==> config.mk <==
export PLATFORM = sky130hd
export DESIGN_NAME = pulse_delay_filter
export DESIGN_NICKNAME = d
export VERILOG_FILES = /design/src/rtl/pulse_delay_filter_pkg.sv /design/src/rtl/pdf_tap_line.sv /design/src/rtl/pdf_window_judge.sv /design/src/rtl/pulse_delay_filter.sv
export SDC_FILE = /design/constraint.sdc
export NUM_CORES = 1
export LEC_CHECK = 0
export BUFFER_PORTS_ARGS = -buffer_cell sky130_fd_sc_hd__buf_2
export CAP_MARGIN = 25
export CORE_UTILIZATION = 48
export CTS_BUF_LIST = sky130_fd_sc_hd__clkbuf_16
export DETAILED_ROUTE_END_ITERATION = 10
export PLACE_DENSITY = 0.75
export SETUP_SLACK_MARGIN = 0.1
export SLEW_MARGIN = 40
export SYNTH_ARGS = -nofsm -noshare
export SYNTH_HDL_FRONTEND = slang
export SYNTH_SLANG_ARGS = --single-unit
==> constraint.sdc <==
create_clock -name clk -period 1.3 [get_ports clk]
set_clock_uncertainty 0.15 [all_clocks]
set_input_delay 0.065 -clock clk [delete_from_list [all_inputs] [get_ports clk]]
set_output_delay 0.065 -clock clk [all_outputs]
set_load 0.005 [all_outputs]
==> src/rtl/pulse_delay_filter_pkg.sv <==
package pulse_delay_filter_pkg;

    typedef enum logic {
        MODE_INERTIAL  = 1'b0,
        MODE_TRANSPORT = 1'b1
    } dly_mode_e;

    typedef struct packed {
        logic      dout;
        dly_mode_e mode;
    } core_state_t;

endpackage

==> src/rtl/pdf_tap_line.sv <==
// Line of input samples; bit 0 holds the newest, bit DEPTH-1 the oldest.
module pdf_tap_line #(
    parameter int DEPTH = 20
) (
    input  logic             clk,
    input  logic             rst,
    input  logic             din,
    output logic [DEPTH-1:0] line_q
);

    logic [DEPTH-1:0] line_d;

    generate
        if (DEPTH == 1) begin : g_single
            always_comb begin
                line_d = din;
            end
        end else begin : g_multi
            always_comb begin
                line_d = {line_q[DEPTH-2:0], din};
            end
        end
    endgenerate

    always_ff @(posedge clk) begin
        if (rst) begin
            line_q <= '0;
        end else begin
            line_q <= line_d;
        end
    end

endmodule

==> src/rtl/pdf_window_judge.sv <==
// Looks at the SPAN samples starting at the oldest one and reports whether
// they all carry the same level as the oldest sample.
module pdf_window_judge #(
    parameter int DEPTH = 20,
    parameter int SPAN  = 20
) (
    input  logic [DEPTH-1:0] line,
    output logic             tap,
    output logic             settled
);

    localparam int LAST = DEPTH - 1;

    logic all_hi;
    logic all_lo;

    always_comb begin
        all_hi = 1'b1;
        all_lo = 1'b1;
        for (int i = 0; i < SPAN; i++) begin
            all_hi = all_hi & line[LAST-i];
            all_lo = all_lo & ~line[LAST-i];
        end
        tap     = line[LAST];
        settled = all_hi | all_lo;
    end

endmodule

==> src/rtl/pulse_delay_filter.sv <==
module pulse_delay_filter
    import pulse_delay_filter_pkg::*;
#(
    parameter int DELAY  = 20,
    parameter int REJECT = DELAY
) (
    input  logic clk,
    input  logic rst,
    input  logic din,
    input  logic mode_sel,
    output logic dout
);

    // illegal configurations are stopped at elaboration
    generate
        if ((DELAY < 1) || (REJECT < 1) || (REJECT > DELAY)) begin : g_bad_cfg
            $error("pulse_delay_filter: need 1 <= REJECT <= DELAY");
        end
    endgenerate

    localparam int SPAN = (REJECT < 1) ? 1 : ((REJECT > DELAY) ? DELAY : REJECT);

    logic [DELAY-1:0] line_w;
    logic             tap_w;
    logic             settled_w;
    logic             mode_w;

    core_state_t state_d;
    core_state_t state_q;

    pdf_tap_line #(
        .DEPTH (DELAY)
    ) u_line (
        .clk    (clk),
        .rst    (rst),
        .din    (din),
        .line_q (line_w)
    );

    pdf_window_judge #(
        .DEPTH (DELAY),
        .SPAN  (SPAN)
    ) u_judge (
        .line    (line_w),
        .tap     (tap_w),
        .settled (settled_w)
    );

    always_comb begin
        state_d      = state_q;
        state_d.mode = dly_mode_e'(mode_sel);
        if ((state_q.mode == MODE_TRANSPORT) || settled_w) begin
            state_d.dout = tap_w;
        end
    end

    always_ff @(posedge clk) begin
        if (rst) begin
            state_q.dout <= 1'b0;
            state_q.mode <= MODE_INERTIAL;
        end else begin
            state_q <= state_d;
        end
    end

    assign mode_w = state_q.mode;
    assign dout   = state_q.dout;

endmodule

Word level (Yosys, flattened, before mapping)
Cells that the tools add are included.
Storage, ports and cells
  register bits after elaboration: 22
  bits of input ports: 4
  output and inout bits: 1
  word-level logic and storage cells: 63
Operators by class
  bitwise logic cells: 59
  reductions and logical operators: 1
Operators with widths (number)
  $and A1 B1 Y1: 38
  $not A1 Y1: 20
  $logic_or A1 B1 Y1: 1
  $or A1 B1 Y1: 1

Longest topological paths before layout
  word-level depth: 22
  depth in mapped cells: 5
  mapped depth without buffers: 5

By module
A second synthesis with hierarchy kept.
Unflattened totals
  cell total of the unflattened synthesis: 64
  area, all modules: 782.0 um^2
Modules (own cells, without submodules)
  pdf_tap_line: times used 1, cells each 42, area an instance 618.1 um^2, sequential area each 400.4 um^2
  pdf_window_judge: times used 1, cells each 16, area an instance 98.8 um^2, sequential area each 0.0 um^2
  pulse_delay_filter: times used 1, cells each 6, area an instance 65.1 um^2, sequential area each 40.0 um^2

Worst setup path after synthesis
No wires, ideal clock.
  path kind: flip-flop to flip-flop
  start: register u_line.line_q[0]
  end: register, netlist name dout
  setup time: 0.128 ns
  data arrival time: 1.127 ns
  data required time: 1.022 ns
  path slack: -0.105 ns
  cell stages (with the launch flop): 6
  buffers on the path: 0
  clock period less this slack: 1.405 ns
  cell sequence: dfxtp_1 -> nand4_1 -> or3_1 -> nor3_1 -> a311oi_1 -> mux2i_1
On the way
  longest elaborated chain between the ends: 4
  elaborated cells on any way between the ends: 5
  those cells by class: bitwise: 4; reduce/logical: 1
RTL lines
  start: declaration: RTL line pdf_tap_line.sv:8  | output logic [DEPTH-1:0] line_q
  start signal: assignment: RTL line pdf_tap_line.sv:29  | line_q <= line_d;
  $not A1 Y1: RTL line pdf_window_judge.sv:22  | all_lo = all_lo & ~line[LAST-i];
  $and A1 B1 Y1: RTL line pdf_window_judge.sv:22
  $or A1 B1 Y1 (*): RTL line pdf_window_judge.sv:25  | settled = all_hi | all_lo;
  $logic_or A1 B1 Y1 (*): RTL line pulse_delay_filter.sv:52  | if ((state_q.mode == MODE_TRANSPORT) || settled_w) begin
Every way passes the cells marked *; elsewhere a longest branch is shown, timed or not.
A chain may end at the register's enable or synchronous reset.

Worst setup path in the final report
  start: register u_line.line_q[4]
  end: register, netlist name dout
On the way
  longest elaborated chain between the ends: 8
  elaborated cells on any way between the ends: 13
  those cells by class: bitwise: 12; reduce/logical: 1
RTL lines (RTL line)
  $not A1 Y1: pdf_window_judge.sv:22
  $and A1 B1 Y1 (5 in series): pdf_window_judge.sv:22
  $or A1 B1 Y1 (*): pdf_window_judge.sv:25
  $logic_or A1 B1 Y1 (*): pulse_delay_filter.sv:52
Marks and branches as above.

==> summary.txt <==
STA
  – Slew HR: 78.7%
  – Tcrit/Tclk final: 111%
  – Worst-margin pin slew: 0.319 ns
  – Final Worst Setup Slack: -0.149 ns
  – Final hold slack: 0.0385 ns
  – Min cycle time layout: between 1 and 1.5 ns
  – Peak Freq: roughly 690 MHz
  – Fin. Hold Viols: 0
  – Unrepaired setup endpoints after global routing: true
  – # setup viols final: 1
  – Fin. max-slew vios: 0

Critical path
  – Worst reg2reg path startpoint: u_line.line_q[4]$_SDFF_PP0_
  – CP max-delay cell: or3_1
  – CP top delay family: simple AND/OR/NAND/NOR gates
  – Critical path cell sequence: nand4_1 > or3_1 > nor3_1 > a311oi_1 > mux2i_1
  – Worst Path Arrival: 1.43 ns
  – Reg-to-reg endpoint: dout$_SDFFE_PP0P_
  – Critical Path Max Stage Delay: between 0.3 and 0.4 ns
  – Worst Setup SP: u_line.line_q[4]$_SDFF_PP0_
  – Worst-case reg-to-reg path depth: 5
  – Critical Path End Type: flip-flop
  – R2r setup slk: -0.15 ns
  – CP endpoint: dout$_SDFFE_PP0P_
  – Startpoint Class: flip-flop
  – Required @ worst endpoint: between 1 and 1.5 ns
  – WS Path Type: flip-flop to flip-flop
  – CP bufs+invs: 0
  – CP max FO: 3
  – Instance count on the critical path: 5

Synth
  – Yosys cell types: 11
  – Seq cells post-synth: 22
  – Cells after Synth: between 60 and 70
  – Net Count, Synth: 66
  – Synth Warn #: 0
  – Post-Syn Area: slightly below 700 sq um
  – Post-synthesis sequential area ratio: about 64%
  – Avg Inst Size Synth: 11.1 sq um

Route
  – DR vias/cell: 5.34
  – Vias: ~490
  – Drt initial violations: 5
  – Antenna viol nets, final: 0
  – WL/cell: 13.8 um
  – Drt first pass iters: 4
  – DRC: 0
  – Total Wirelength: 1270 um

Layout
  – Antenna cells: 0
  – Final Non-Filler Cells: between 90 and 100
  – Layout net count: about 80
  – Area taken by flip-flops and latches: 455 sq um
  – Fillers: a little under 90
  – Area Growth Syn to Fin: 32.4%
  – Layout cell share with drive strength beyond 1: 35.1%
  – Area of the multi-input gates: about 240 sq um

Clock tree
  – Clk Latency, worst-skew pair: ~0.25 ns
  – Clock Sinks: 22
  – CTS clk-pin slew, worst paths: approximately 0.060 ns
  – CTS Buf Count: 3
  – Max Root-Sink Buffers: 2
  – CTS tree: done
  – Clock root cell: clkbuf_16
  – H-tree Lvls: 1

Die
  – # rows: 13
  – Top-level port count: 5
  – Die Y-Extent: 39.9 um
  – Die Wd: ~40 um
  – Core region area: 0.00132 sq mm
  – Die ar.: 0.00159 sq mm
  – Initial cell density of the core: a little over half

Place
  – Final HPWL DP: around 740 um
  – # placed instances: 85
  – Port Buf Inserts: 4
  – GPL Wtd Cong: 0.783

Global routing
  – GRT Total Usage: between 20% and 30%
  – Vias in the first global route: ~510
  – Global route overflow: 0
  – First-pass GRT wire length: around 2100 um
  – Pin count of the biggest net entering global routing: 19
  – Initial antenna violation count: 0

Worst hold path
  – Hold WC Path Type: input port to flip-flop
  – WHS Path Cells: 2

Power and ir drop
  – PD cells: between 1500 and 2000 mW/mm^2
  – Peak supply drop: around 1.2 mV
  – Leak: between 0.0003 and 0.0004 uW
  – Power Total: 1560 uW

Flow run
  – MaxCap Viol Count: 0

Run status
  – Failing checks: negative setup slack
  – Status: complete, but fails checks
[cells in the final DEF (no fill, tap or decap)]
cell type / n
bufinv_16: 1
nor2b_1: 21
buf_2: 4
and3_1: 1
or3_1: 1
buf_4: 7
nor4_1: 5
nand4_1: 5
nand2b_1: 2
dfxtp_2: 12
nor3_1: 1
mux2i_1: 1
a311oi_1: 1
dfxtp_1: 10
dlygate4sd3_1: 2
clkbuf_16: 3
[per-layer routing]
| metal | GRT usage, % | wire length, um |
|---|---|---|
| met1 | 23.7 | 591 |
| met2 | 33.9 | 608 |
| met3 | 5.00 | 40 |
| met4 | 15.5 | 28 |
| met5 | 0 | 0 |
[flip-flops by register name (all words and copies together) (netlist names)]
signal / count
dout: 1
mode_w: 1
u_line.line_q: 20
[repair_timing]
action,4_1_cts,5_1_grt
resized for setup,2,3
pin swaps,1,1
hold endpoints to repair,2,0
endpoints found under the setup margin,1,1
buffers inserted,0,1
hold buffers,2,0
[worst reg2reg max path, stage by stage, from the launching register on]
cell and delay [ns]:
dfxtp_2 0.34, nand4_1 0.10, or3_1 0.39, nor3_1 0.13
a311oi_1 0.08, mux2i_1 0.14
[cells by family (layout without fill, tap and decap cells)]
kind of cell	after synthesis	in the layout	synth area share, %
compound gates	1	1	1.27
buf+inv	2	17	1.09
flops	22	22	63.8
mux	1	1	1.45
simple gates	36	36	32.4
[metrics by stage]
step                      worst slack (ns)  util, %  cell area, sq um  TNS (ns)
after floorplan                    -0.0343        -               699   -0.0343
after global placement              -0.110     58.9               776    -0.110
after detailed placement            -0.114     58.9               776    -0.114
after CTS                           -0.126     68.6               903    -0.126
after global routing                -0.198     69.4               915    -0.198
final                               -0.149     69.4               915    -0.149
[cells in the mapped netlist]
cell      number  area [sq um]
or3_1          1          6.26
and3_1         1          6.26
nor2b_1       21           131
nand4_1        5          31.3
mux2i_1        1          10.0
nor4_1         5          31.3
a311oi_1       1          8.76
dfxtp_1       22           440
nand2b_1       2          12.5
nor3_1         1          5.00
clkbuf_1       2          7.51
[cell type report]
type	count	area share (%)
Timing Repair Buffer	13	10.1
Multi-Input combinational cell	38	26.5
Sequential cell	22	49.8
Clock inverter	1	3.28
Clock buffer	3	8.21
Tap cell	15	2.05
[where the power goes]
| part | switching (uW) | internal [uW] | total [uW] |
|---|---|---|---|
| Clock | 224 | 610 | 835 |
| Sequential | 4.07 | 682 | 686 |
| Combinational | 18.8 | 23.2 | 42.0 |
| Total | 247 | 1320 | 1560 |
[worst min-delay path by stage]
stage                        start                      endpoint  slack, ns
after detailed placement  mode_sel             mode_w$_SDFF_PP0_       0.13
final                          rst  u_line.line_q[14]$_SDFF_PP0_       0.04
after global placement         din   u_line.line_q[0]$_SDFF_PP0_       0.13
after CTS                      rst  u_line.line_q[10]$_SDFF_PP0_       0.03
after global routing           rst  u_line.line_q[12]$_SDFF_PP0_       0.04
after floorplan                rst   u_line.line_q[3]$_SDFF_PP0_      -0.01
(Power assumes the default switching activity.)
